$ cat config.mk
export PLATFORM = sky130hd
export DESIGN_NAME = reset_sequencer
export DESIGN_NICKNAME = d
export VERILOG_FILES = /design/src/rtl/rstseq_pkg.sv /design/src/rtl/rstseq_req_qual.sv /design/src/rtl/rstseq_timer.sv /design/src/rtl/rstseq_flags.sv /design/src/rtl/rstseq_wdog_gate.sv /design/src/rtl/reset_sequencer.sv
export SDC_FILE = /design/constraint.sdc
export NUM_CORES = 1
export LEC_CHECK = 0
export BUFFER_PORTS_ARGS = -buffer_cell sky130_fd_sc_hd__buf_2
export CORE_MARGIN = 1.5
export CORE_UTILIZATION = 55
export CTS_BUF_LIST = sky130_fd_sc_hd__clkbuf_16
export CTS_CLUSTER_SIZE = 30
export DETAILED_ROUTE_END_ITERATION = 7
export PLACE_DENSITY = 0.86
export SLEW_MARGIN = 20
export SYNTH_ARGS = -nofsm -noshare
export SYNTH_HDL_FRONTEND = slang
export SYNTH_SLANG_ARGS = --single-unit
$ cat constraint.sdc
create_clock -name clk -period 3.04 [get_ports clk]
set_input_delay 0.608 -clock clk [delete_from_list [all_inputs] [get_ports clk]]
set_output_delay 0.608 -clock clk [all_outputs]
set_load 0.03 [all_outputs]
$ cat src/rtl/rstseq_pkg.sv
package rstseq_pkg;

   typedef enum logic [1:0] {
      SEQ_IDLE = 2'd0,
      SEQ_LONG = 2'd1,
      SEQ_TAIL = 2'd2
   } seq_state_e;

   // request lanes after qualification
   localparam int REQ_N    = 4;
   localparam int REQ_WDOG = 0;
   localparam int REQ_ILOP = 1;
   localparam int REQ_IADR = 2;
   localparam int REQ_LOWV = 3;

   // status bit positions
   localparam int FLG_N    = REQ_N + 1;
   localparam int FLG_POR  = 0;

endpackage

$ cat src/rtl/rstseq_req_qual.sv
module rstseq_req_qual
   import rstseq_pkg::*;
#(
   parameter int SYNC_STAGES = 0
) (
   input  logic             clk,
   input  logic             por_n,
   input  logic             wdog_ovf_i,
   input  logic             ill_op_i,
   input  logic             stop_exec_i,
   input  logic             stop_en_i,
   input  logic             unmapped_i,
   input  logic             opfetch_i,
   input  logic             lowv_i,
   output logic [REQ_N-1:0] evt_o,
   output logic             lowv_lvl_o
);

   logic [REQ_N-1:0] qual;
   logic [REQ_N-1:0] qual_s;
   logic [REQ_N-1:0] qual_d;

   always_comb begin
      qual           = '0;
      qual[REQ_WDOG] = wdog_ovf_i;
      qual[REQ_ILOP] = ill_op_i | (stop_exec_i & ~stop_en_i);
      qual[REQ_IADR] = unmapped_i & opfetch_i;
      qual[REQ_LOWV] = lowv_i;
   end

   if (SYNC_STAGES == 0) begin : g_nosync
      assign qual_s = qual;
   end else begin : g_sync
      logic [REQ_N-1:0] chain [SYNC_STAGES];
      always_ff @(posedge clk or negedge por_n) begin
         if (!por_n) begin
            for (int i = 0; i < SYNC_STAGES; i++) chain[i] <= '0;
         end else begin
            chain[0] <= qual;
            for (int i = 1; i < SYNC_STAGES; i++) chain[i] <= chain[i-1];
         end
      end
      assign qual_s = chain[SYNC_STAGES-1];
   end

   for (genvar g = 0; g < REQ_N; g++) begin : g_edge
      always_ff @(posedge clk or negedge por_n) begin
         if (!por_n) qual_d[g] <= 1'b0;
         else        qual_d[g] <= qual_s[g];
      end
      assign evt_o[g] = qual_s[g] & ~qual_d[g];
   end

   assign lowv_lvl_o = qual_s[REQ_LOWV];

endmodule

$ cat src/rtl/rstseq_timer.sv
module rstseq_timer
   import rstseq_pkg::*;
#(
   parameter int LONG_CYC = 4128,
   parameter int TAIL_CYC = 32
) (
   input  logic clk,
   input  logic por_n,
   input  logic start_i,
   input  logic hold_i,
   output logic pin_pull_o,
   output logic cpu_rst_o
);

   localparam int MAX_CYC = (LONG_CYC > TAIL_CYC) ? LONG_CYC : TAIL_CYC;
   localparam int CNT_W   = (MAX_CYC > 1) ? $clog2(MAX_CYC) : 1;
   localparam logic [CNT_W-1:0] LONG_LAST = CNT_W'(LONG_CYC - 1);
   localparam logic [CNT_W-1:0] TAIL_LAST = CNT_W'(TAIL_CYC - 1);

   seq_state_e       state;
   logic [CNT_W-1:0] cnt;

   always_ff @(posedge clk or negedge por_n) begin
      if (!por_n) begin
         state <= SEQ_LONG;
         cnt   <= '0;
      end else if (start_i || hold_i) begin
         state <= SEQ_LONG;
         cnt   <= '0;
      end else begin
         unique case (state)
            SEQ_LONG: begin
               if (cnt == LONG_LAST) begin
                  state <= SEQ_TAIL;
                  cnt   <= '0;
               end else begin
                  cnt <= cnt + 1'b1;
               end
            end
            SEQ_TAIL: begin
               if (cnt == TAIL_LAST) begin
                  state <= SEQ_IDLE;
                  cnt   <= '0;
               end else begin
                  cnt <= cnt + 1'b1;
               end
            end
            default: begin
               state <= SEQ_IDLE;
               cnt   <= '0;
            end
         endcase
      end
   end

   assign pin_pull_o = (state == SEQ_LONG);
   assign cpu_rst_o  = (state != SEQ_IDLE);

endmodule

$ cat src/rtl/rstseq_flags.sv
module rstseq_flags
   import rstseq_pkg::*;
#(
   parameter int STAT_W = 8
) (
   input  logic              clk,
   input  logic              por_n,
   input  logic [REQ_N-1:0]  evt_i,
   input  logic              rd_stb_i,
   output logic [STAT_W-1:0] rd_data_o
);

   logic [FLG_N-1:0] flags;
   logic [FLG_N-1:0] flags_nxt;

   always_comb begin
      flags_nxt = rd_stb_i ? '0 : flags;
      flags_nxt = flags_nxt | {evt_i, 1'b0};
   end

   always_ff @(posedge clk or negedge por_n) begin
      if (!por_n) flags <= FLG_N'(1) << FLG_POR;
      else        flags <= flags_nxt;
   end

   if (STAT_W > FLG_N) begin : g_pad
      assign rd_data_o = {{(STAT_W-FLG_N){1'b0}}, flags};
   end else begin : g_exact
      assign rd_data_o = flags;
   end

endmodule

$ cat src/rtl/rstseq_wdog_gate.sv
module rstseq_wdog_gate (
   input  logic monitor_i,
   input  logic brk_i,
   input  logic hv_rst_i,
   input  logic hv_irq_i,
   output logic wdog_dis_o
);

   logic mon_path;
   logic brk_path;

   assign mon_path   = monitor_i & (hv_rst_i | hv_irq_i);
   assign brk_path   = brk_i & hv_rst_i;
   assign wdog_dis_o = mon_path | brk_path;

endmodule

$ cat src/rtl/reset_sequencer.sv
module reset_sequencer
   import rstseq_pkg::*;
#(
   parameter int LONG_CYC    = 4096 + 32,
   parameter int TAIL_CYC    = 32,
   parameter int SYNC_STAGES = 0,
   parameter int STAT_W      = 8
) (
   input  logic              clk,
   input  logic              por_n,
   input  logic              wdog_ovf_i,
   input  logic              ill_op_i,
   input  logic              stop_exec_i,
   input  logic              stop_en_i,
   input  logic              unmapped_i,
   input  logic              opfetch_i,
   input  logic              lowv_i,
   input  logic              monitor_i,
   input  logic              brk_i,
   input  logic              hv_rst_i,
   input  logic              hv_irq_i,
   input  logic              rd_stb_i,
   output logic [STAT_W-1:0] rd_data_o,
   output logic              pin_pull_o,
   output logic              cpu_rst_o,
   output logic              wdog_dis_o
);

   if (LONG_CYC < 2) begin : g_bad_long
      $error("reset_sequencer: LONG_CYC must be at least 2");
   end
   if (TAIL_CYC < 1) begin : g_bad_tail
      $error("reset_sequencer: TAIL_CYC must be at least 1");
   end
   if (STAT_W < FLG_N) begin : g_bad_stat
      $error("reset_sequencer: STAT_W too narrow for the flags");
   end
   if (SYNC_STAGES < 0 || SYNC_STAGES > 3) begin : g_bad_sync
      $error("reset_sequencer: SYNC_STAGES must be 0..3");
   end

   logic [REQ_N-1:0] evt;
   logic             lowv_lvl;

   rstseq_req_qual #(
      .SYNC_STAGES (SYNC_STAGES)
   ) u_qual (
      .clk         (clk),
      .por_n       (por_n),
      .wdog_ovf_i  (wdog_ovf_i),
      .ill_op_i    (ill_op_i),
      .stop_exec_i (stop_exec_i),
      .stop_en_i   (stop_en_i),
      .unmapped_i  (unmapped_i),
      .opfetch_i   (opfetch_i),
      .lowv_i      (lowv_i),
      .evt_o       (evt),
      .lowv_lvl_o  (lowv_lvl)
   );

   rstseq_timer #(
      .LONG_CYC (LONG_CYC),
      .TAIL_CYC (TAIL_CYC)
   ) u_timer (
      .clk        (clk),
      .por_n      (por_n),
      .start_i    (|evt),
      .hold_i     (lowv_lvl),
      .pin_pull_o (pin_pull_o),
      .cpu_rst_o  (cpu_rst_o)
   );

   rstseq_flags #(
      .STAT_W (STAT_W)
   ) u_flags (
      .clk       (clk),
      .por_n     (por_n),
      .evt_i     (evt),
      .rd_stb_i  (rd_stb_i),
      .rd_data_o (rd_data_o)
   );

   rstseq_wdog_gate u_wgate (
      .monitor_i  (monitor_i),
      .brk_i      (brk_i),
      .hv_rst_i   (hv_rst_i),
      .hv_irq_i   (hv_irq_i),
      .wdog_dis_o (wdog_dis_o)
   );

endmodule

==> results of run 1 <==
## worst max-delay path: stages, from the launching register on
cell and delay, ns:
dfstp_2 0.54, inv_1 0.06, ha_1 0.19, inv_1 0.04
buf_2 0.18
## cells by family after synthesis
kind of cell,Yosys count
AO/OA/AOI/OAI,12
XOR/XNOR,11
adder cells (fa/ha/maj),4
buffers and inverters,15
flip-flops,24
other,1
AND/OR/NAND/NOR,48
## cells in the final DEF, fill, tap and decap left out, types with 2 or more instances in the layout
| cell type | count |
|---|---|
| a21oi_1 | 3 |
| buf_2 | 21 |
| clkbuf_16 | 3 |
| conb_1 | 3 |
| dfrtp_1 | 22 |
| dfstp_2 | 2 |
| ha_1 | 4 |
| inv_1 | 10 |
| nand2_1 | 6 |
| nand3_1 | 3 |
| nand4_1 | 7 |
| nor2_1 | 6 |
| nor2b_1 | 2 |
| nor3_1 | 4 |
| nor3_2 | 9 |
| nor4_2 | 2 |
| xnor2_1 | 6 |
| xor2_1 | 5 |
## metrics by stage
stage | std cells | cell area (µm²)
2_1_floorplan | 117 | 1291
3_3_place_gp | 161 | 1383
3_5_place_dp | 161 | 1383
4_1_cts | 165 | 1461
5_1_grt | 165 | 1461
6_report | 165 | 1461
## final cells by class
cell class	instances	area share (%)
clock buffer	3	5.137
timing repair buffer	21	7.192
inverter	10	2.568
sequential	24	41.27
clock inverter	1	0.2568
multi-input combinational	78	41.18
tap	28	2.397
## power by group through the flow
stage / Clock, µW / Sequential, µW / Combinational, µW
floorplan: 0 / 350 / 36.6
detailed placement: 0 / 341 / 68.1
global placement: 0 / 340 / 65.9
global route: 300 / 336 / 74.2
CTS: 287 / 335 / 68.6
finish: 278 / 335 / 67.7
## flip-flops by register name, indices dropped and copies added (netlist names)
name,count
u_timer.cnt,13
u_flags.flags,5
u_qual.qual_d,4
u_timer.state,2
## worst paths after layout
kind                                        from               end  slack (ns)  cells past startpoint
worst max-delay path            u_timer.state[0]         cpu_rst_o        1.17                      4
worst min-delay path                       por_n  u_flags.flags[1]        0.32                      1
worst max register to register  u_timer.state[0]    u_timer.cnt[2]        1.34                      5
worst min register to register  u_flags.flags[0]  u_flags.flags[0]        0.48                      1
max in group asynchronous                  por_n  u_timer.state[0]        2.35                      1
min in group clk                u_flags.flags[0]  u_flags.flags[0]        0.48                      1
## layer usage
layer  share of wire (%)  vias up  wire, µm
met5                   0        -         0
met4                0.85        0        20
met3                 5.8        2       136
met2                  52       34      1228
met1                  41      462       957
li1                    -      437         -
==> results.txt, run 1 <==
Final Hold Vio Count: 0
minimum hold slack: 0.3222 ns
multi-input logic area: 601.8 µm²
simple-gate share of the synthesized area: 25.15%
largest area contributor in the netlist: dfrtp_1
cells taking the most area after synthesis: dfrtp_1 43%, nor3_2 7.0%, dfstp_2 4.1%
Num Clock Sinks: 24
Die Ht: 51.31 µm
die width: 51.31 µm
Netlist cell types: 37
Reg power frac: 49.2%
synthesized cell area: 1284 µm²
vias post-DR: 935
DIE AREA: 2633 µm²
EDFF count, synth: 0
main combinational cell family by area after synthesis: simple AND/OR/NAND/NOR gates
fillers: 173
Finish-stage setup viols: 0
Seq/Total Area, Yosys: 46.98%
Finished Core Util: 66.06%
Synth Area per Inst: 11.16 µm²
GRT Overall Usage: 20.33%
largest net degree at the start of global routing: 25
vias in the first global route: 927
YS warnings: 0
dominant synthesized flop cell: dfrtp_1
share of cells above drive strength 1: 32.85%
DP HPWL: 1.716 mm
Place WS: 1.110 ns
post-synthesis mux area share: 0%
VDD IR-drop max: 0.0006952 V
XOR/XNOR share of the synthesized area: 7.505%
# IOs: 25
Port Buf Inserts: 21
status: complete, no violations
met1 Use GR: 22.67%
initial antenna violation count: 0
#FFs+latches synth: 24
H-tree level count: 1
switching power share of the total: 22.53%
post-layout net count: 156
WP data arrival: 1.26 ns
clk buf depth: 2
Ant. Diodes: 0
vias per inst: 5.667
clk_lat worst skew: 0.25 ns
fin crit share: 61.56%
GP Congestion: 0.8186
share of the synthesized area in the top cell type: 42.88%
first-pass GRT wire length: 3.926 mm
CTS hold repair buffers: 0
Root Buffer: clkbuf_16
gr ovfl total: 0
CP endpoint kind: output port
grt met2 use: 36.58%
Clock Pin Slew Worst Setup and Hold Paths: 0.06 ns
P&R area growth vs syn: 13.84%
drc violations: 0
First DRT Iteration DRCs: 23
overall power: 681.2 µW
Setup crit start kind: register
count leader, synth: dfrtp_1
Clock Skews: 0.002659 ns
register area: 603.1 µm²
CTS buffer count: 3
CP Class: register to output port
wire per inst: 14.19 µm
CTS tree: yes
Worst-Margin Slew: 0.5503 ns
maximum capacitance violations: 0
RSZ-0062 raised after global routing: false
postcts setup bufs: 0
setup TNS: 0 ns
PD cells: 466.2 nW/µm²
Routed WL: 2.342 mm
drt pass-1 iters: 4
met3 GRT Util: 6.433%
row cnt: 17
Setup WS post-layout: 1.168 ns
Final ANT Viol Nets: 0
minimum clock period: 1.872 ns
GRT busiest layer: met2
Compound-Gate Fraction of Synth Area: 9.454%
Synth Area in Adders: 3.899%
Min-Delay Path Class: input port to asynchronous set/reset pin
Max Clk Rate: 534.3 MHz
post-cts gate resize count: 0
Final Slew Violations: 0
Post-Syn Instances: 115
Logic pwr share: 9.9%
ys async rst share: 100.0%
synth cell count leaders: 22 x dfrtp_1, 10 x inv_1, 9 x nor3_2
clock share of power: 40.8%
crit-path max FO: 3
Int Pwr: 527.7 µW
leak pwr: 0.0006539 µW
worst rel slew slack: 63.30%
critical path required time: 2.43 ns
P_sw: 153.5 µW
Initial Util: 58.03%
core box area: 2212 µm²
No activity file was read; power rests on OpenSTA's default activity.
==> run 2, diff against run 1 <==
--- a/config.mk
+++ b/config.mk
@@ -7,11 +7,11 @@
 export LEC_CHECK = 0
 export BUFFER_PORTS_ARGS = -buffer_cell sky130_fd_sc_hd__buf_2
 export CORE_MARGIN = 1.5
-export CORE_UTILIZATION = 55
+export CORE_UTILIZATION = 53
 export CTS_BUF_LIST = sky130_fd_sc_hd__clkbuf_16
 export CTS_CLUSTER_SIZE = 30
 export DETAILED_ROUTE_END_ITERATION = 7
-export PLACE_DENSITY = 0.86
+export PLACE_DENSITY = 0.83
 export SLEW_MARGIN = 20
 export SYNTH_ARGS = -nofsm -noshare
 export SYNTH_HDL_FRONTEND = slang
==> constraint.sdc (replaced) <==
create_clock -name clk -period 1.9 [get_ports clk]
set_input_delay 0.38 -clock clk [delete_from_list [all_inputs] [get_ports clk]]
set_output_delay 0.38 -clock clk [all_outputs]
set_load 0.03 [all_outputs]
==> run 2 against run 1 <==
Compared with the run above: clock power rose by 60%; utilization fell by 1.2 points; die area rose by 3.6%; first-iteration DRC count fell by 22%.
==> results.txt, run 2 (same netlist as run 1, synthesis figures left out) <==
crit-path max FO: 13
GP Congestion: 0.8707
CTS tree: yes
postcts setup bufs: 0
CP Launch Point: u_timer.cnt[0]
Finished Core Util: 64.82%
Int Pwr: 844.4 µW
first-pass GRT wire length: 4.071 mm
fin crit share: 88.78%
total stage count of the critical path: 4
drc violations: 0
Final Slew Violations: 0
P_sw: 245.2 µW
wire per inst: 13.56 µm
drt pass-1 iters: 4
Finish-stage setup viols: 0
PD cells: 745.6 nW/µm²
Min-Delay Path Class: input port to asynchronous set/reset pin
Setup WS post-layout: 0.2132 ns
VDD IR-drop max: 0.0008630 V
DP HPWL: 1.641 mm
leak pwr: 0.0006539 µW
RSZ-0062 raised after global routing: false
biggest regs: u_timer.cnt: 13 flops, u_flags.flags: 5 flops, u_qual.qual_d: 4 flops
Initial Util: 56.94%
maximum capacitance violations: 0
status: complete, no violations
Final ANT Viol Nets: 0
CP max stage delay: 0.48 ns
Routed WL: 2.237 mm
Worst-Margin Slew: 0.5672 ns
Root Buffer: clkbuf_16
initial antenna violation count: 0
Logic pwr share: 9.8%
H-tree level count: 1
Max Clk Rate: 592.8 MHz
worst rel slew slack: 62.17%
crit path capture: u_timer.cnt[3]
most frequent cells in the layout: 22 x dfrtp_1, 21 x buf_2, 10 x inv_1
gr ovfl total: 0
Final Hold Vio Count: 0
Setup crit start kind: register
post-cts gate resize count: 0
core box area: 2255 µm²
switching power share of the total: 22.50%
largest net degree at the start of global routing: 25
CP Buf/Inv Count: 0
clk buf depth: 2
critical path required time: 2.01 ns
row cnt: 17
critical path, cell by cell: ha_1 > and4_1 > o2111a_2 > nor3_1
vias post-DR: 904
Layout Cells excl Fill: 165
Largest Register: u_timer.cnt
overall power: 1090 µW
DIE AREA: 2726 µm²
setup TNS: 0 ns
Reg-to-Reg Start: u_timer.cnt[0]
Place WS: 0.2120 ns
CTS hold repair buffers: 0
Clock Pin Slew Worst Setup and Hold Paths: 0.06 ns
clock share of power: 41.0%
clk_lat worst skew: 0.25 ns
Clock Skews: 0.0008307 ns
CP endpoint kind: register
CP delay by family, top: compound AO/OA/AOI/OAI gates
Ant. Diodes: 0
CP Class: register to register
Port Buf Inserts: 21
Crit-path slowest cell: o2111a_2
WP data arrival: 1.80 ns
Num Clock Sinks: 24
CTS buffer count: 3
vias in the first global route: 920
P&R area growth vs syn: 13.84%
First DRT Iteration DRCs: 18
Die Ht: 52.22 µm
dpl cells: 161
GRT Overall Usage: 20.71%
die width: 52.22 µm
max FFs per register: 13
commonest non-fill, non-tap cell in the layout: dfrtp_1
R2R Path End: u_timer.cnt[3]
minimum clock period: 1.687 ns
post-layout net count: 156
FF-to-FF setup slack: 0.21 ns
vias per inst: 5.479
R2R depth: 4
share of cells above drive strength 1: 32.85%
# IOs: 25
Reg power frac: 49.2%
-- run 2: area by class of cell --
type	count	area, µm²
Clock inverter	1	3.754
Tap cell	28	35.03
Inverter	10	37.54
Timing Repair Buffer	21	105.1
Fill cell	178	793.3
Multi-Input combinational cell	78	601.8
Sequential cell	24	603.1
Clock buffer	3	75.07
-- run 2: power groups by stage --
stage | clock network, µW | logic (µW) | registers (µW)
floorplan | 0 | 58.5 | 561
global placement | 0 | 106 | 544
detailed placement | 0 | 109 | 545
CTS | 455 | 109 | 536
global route | 484 | 119 | 538
finish | 446 | 107 | 536
-- run 2: routing by layer --
metal	up-vias	wire length (µm)	global-route usage [%]
met2	28	1116	35.65
met1	435	950	25.00
li1	439	-	-
met3	2	150	6.000
met5	-	0	0
met4	0	19	6.410
-- run 2: how the worst min path moves through the flow --
stage | slack [ns] | end | startpoint
6_report | 0.09 | u_qual.qual_d[0] | por_n
2_1_floorplan | 0.08 | u_flags.flags[1] | por_n
3_3_place_gp | 0.38 | u_qual.qual_d[0] | por_n
5_1_grt | 0.15 | u_qual.qual_d[0] | por_n
3_5_place_dp | 0.38 | u_qual.qual_d[0] | por_n
4_1_cts | 0.11 | u_qual.qual_d[0] | por_n
-- run 2: stage by stage --
stage / hold slack (ns) / cell area [µm²]
after global routing: 0.1462 / 1461
after detailed placement: 0.3815 / 1383
after floorplan: 0.08441 / 1291
after CTS: 0.1079 / 1461
after global placement: 0.3757 / 1383
final: 0.09319 / 1461
-- run 2: worst register-to-register path: stages, from the launching register on --
cell,delay [ns]
dfrtp_1,0.40
ha_1,0.26
and4_1,0.32
o2111a_2,0.48
nor3_1,0.10
==> run 3, diff against run 2 <==
--- a/config.mk
+++ b/config.mk
@@ -5,13 +5,14 @@
 export SDC_FILE = /design/constraint.sdc
 export NUM_CORES = 1
 export LEC_CHECK = 0
+export ABC_AREA = 1
 export BUFFER_PORTS_ARGS = -buffer_cell sky130_fd_sc_hd__buf_2
 export CORE_MARGIN = 1.5
 export CORE_UTILIZATION = 53
 export CTS_BUF_LIST = sky130_fd_sc_hd__clkbuf_16
 export CTS_CLUSTER_SIZE = 30
 export DETAILED_ROUTE_END_ITERATION = 7
-export PLACE_DENSITY = 0.83
+export PLACE_DENSITY = 0.84
 export SLEW_MARGIN = 20
 export SYNTH_ARGS = -nofsm -noshare
 export SYNTH_HDL_FRONTEND = slang
==> run 3 against run 2 <==
Compared with the run above: global-route usage decreased by 1.1 points; first-iteration DRC count decreased by 61%; die area down 4.7%.
==> results.txt, run 3 <==
status: complete, no violations
row cnt: 17
FF-to-FF setup slack: 0.29 ns
largest net degree at the start of global routing: 25
DP HPWL: 1.577 mm
postcts setup bufs: 0
biggest regs: u_timer.cnt: 13 flops, u_flags.flags: 5 flops, u_qual.qual_d: 4 flops
Crit-path slowest cell: dfstp_2
clk_lat worst skew: 0.26 ns
commonest non-fill, non-tap cell in the layout: nor2_1
synth cell count leaders: 28 x nor2_1, 23 x inv_1, 22 x dfrtp_1
ys async rst share: 100.0%
most frequent cells in the layout: 28 x nor2_1, 23 x inv_1, 22 x dfrtp_1
Root Buffer: clkbuf_16
critical path required time: 1.52 ns
core box area: 2191 µm²
switching power share of the total: 23.21%
PD cells: 771.9 nW/µm²
Max Clk Rate: 604.5 MHz
CP delay by family, top: flip-flops
VDD IR-drop max: 0.0005908 V
dominant synthesized flop cell: dfrtp_1
drc violations: 0
CTS buffer count: 3
CP Buf/Inv Count: 3
Post-Syn Instances: 142
R2R depth: 8
minimum clock period: 1.654 ns
GRT Overall Usage: 19.60%
Crit path top cell by count: inv_1
setup TNS: 0 ns
Clock Pin Slew Worst Setup and Hold Paths: 0.06 ns
post-layout net count: 184
First DRT Iteration DRCs: 7
Reg power frac: 49.1%
CP max stage delay: 0.54 ns
P&R area growth vs syn: 15.79%
post-cts gate resize count: 0
DIE AREA: 2598 µm²
Worst-Margin Slew: 0.5205 ns
Initial Util: 55.68%
area post-placement: 1334 µm²
Num Clock Sinks: 24
GP Congestion: 0.8011
met3 routed WL: 101 µm
EDFF count, synth: 0
CP Launch Point: u_timer.state[0]
maximum capacitance violations: 0
critical path, cell by cell: inv_1 > ha_1 > inv_1 > buf_2
leak pwr: 0.0006905 µW
initial antenna violation count: 0
Clock Skews: 0.001405 ns
H-tree level count: 1
cell area after layout: 1413 µm²
vias post-DR: 946
Netlist cell types: 24
share of cells above drive strength 1: 21.82%
cells taking the most area after synthesis: dfrtp_1 45%, nor2_1 8.6%, inv_1 7.1%
first-pass GRT wire length: 3.691 mm
crit-path max FO: 3
clock share of power: 42.0%
fillers: 194
CTS hold repair buffers: 0
Routed WL: 2.118 mm
Min-Delay Path Class: input port to asynchronous set/reset pin
WP data arrival: 1.27 ns
Setup crit start kind: register
Final Hold Vio Count: 0
fin crit share: 87.06%
Final ANT Viol Nets: 0
Finish-stage setup viols: 0
Die Ht: 50.98 µm
total stage count of the critical path: 4
clk buf depth: 2
drt pass-1 iters: 4
top routing layer used: met4
Seq/Total Area, Yosys: 49.44%
worst rel slew slack: 65.30%
CTS tree: yes
Final Slew Violations: 0
CP endpoint kind: output port
max FFs per register: 13
# IOs: 25
crit path capture: cpu_rst_o
Reg-to-Reg Start: u_timer.state[0]
YS warnings: 0
die width: 50.98 µm
count leader, synth: nor2_1
RSZ-0062 raised after global routing: false
P_sw: 253.0 µW
synthesized cell area: 1220 µm²
met2 wire len: 1.081 mm
wire per inst: 10.97 µm
largest area contributor in the netlist: dfrtp_1
vias in the first global route: 915
Int Pwr: 837.4 µW
Largest Register: u_timer.cnt
R2R Path End: u_timer.cnt[3]
share of the synthesized area in the top cell type: 45.13%
vias per inst: 4.902
Ant. Diodes: 0
Port Buf Inserts: 21
Synth Area per Inst: 8.591 µm²
#FFs+latches synth: 24
wire length on met1: 893 µm
CP Class: register to output port
Logic pwr share: 8.9%
gr ovfl total: 0
## run 3: cell types whose count changed after synthesis, moves of 3 or more
cell / previous run / this run
nand3_2: 0 / 4
xnor2_1: 6 / 2
inv_1: 10 / 23
nand3_1: 3 / 6
nor2_1: 6 / 28
nor3_2: 9 / 0
nand4_1: 7 / 2
nand2_1: 6 / 21
o21ai_0: 1 / 4
nor3_1: 4 / 1
## run 3: layout make-up
type / count / area [µm²] / share of cell area [%]
repair buffers: 21 / 105.1 / 7.440
flip-flops and latches: 24 / 603.1 / 42.69
clock buffers: 3 / 75.07 / 5.314
multi-input cells: 93 / 504.2 / 35.70
clock inverters: 1 / 3.754 / 0.2657
inverters: 23 / 86.33 / 6.112
well taps: 28 / 35.03 / 2.480
## run 3: per-stage QoR
stage	setup slack [ns]	utilization [%]	instances	hold slack, ns	power (µW)
5_1_grt	0.1445	64.48	193	0.1388	1132
3_5_place_dp	0.3136	60.88	189	0.3862	643.0
6_report	0.2458	64.48	193	0.09176	1090
4_1_cts	0.2414	64.48	193	0.1103	1098
2_1_floorplan	0.3670	-	144	0.08441	610.1
3_3_place_gp	0.4059	60.88	189	0.3765	639.4
## run 3: worst min-delay path by stage
stage               startpoint               end  slack, ns  cells past startpoint
finish                   por_n    u_timer.cnt[7]       0.09                      1
global route             por_n    u_timer.cnt[9]       0.14                      1
CTS                      por_n    u_timer.cnt[9]       0.11                      1
detailed placement       por_n    u_timer.cnt[9]       0.39                      1
global placement         por_n    u_timer.cnt[9]       0.38                      1
floorplan                por_n  u_flags.flags[1]       0.08                      0
## run 3: power groups by stage
stage | Sequential (µW) | Combinational (µW) | Clock (µW)
floorplan | 560 | 50.0 | 0
global placement | 544 | 95.6 | 0
detailed placement | 544 | 98.8 | 0
CTS | 536 | 98.8 | 463
global route | 537 | 109 | 486
finish | 535 | 96.8 | 458
## run 3: cell families after synthesis
kind of cell    share of synthesized area, %
compound gates                         4.102
xor+xnor                               6.462
fa+ha+maj                              4.103
buf+inv                                9.846
flops                                  49.44
other cells                           0.3074
simple gates                           25.74
## run 3: metal layers
| metal | GRT usage, % | vias up |
|---|---|---|
| li1 | - | 476 |
| met1 | 21.79 | 438 |
| met5 | 0 | - |
| met3 | 4.386 | 5 |
| met2 | 35.06 | 27 |
| met4 | 9.459 | 0 |
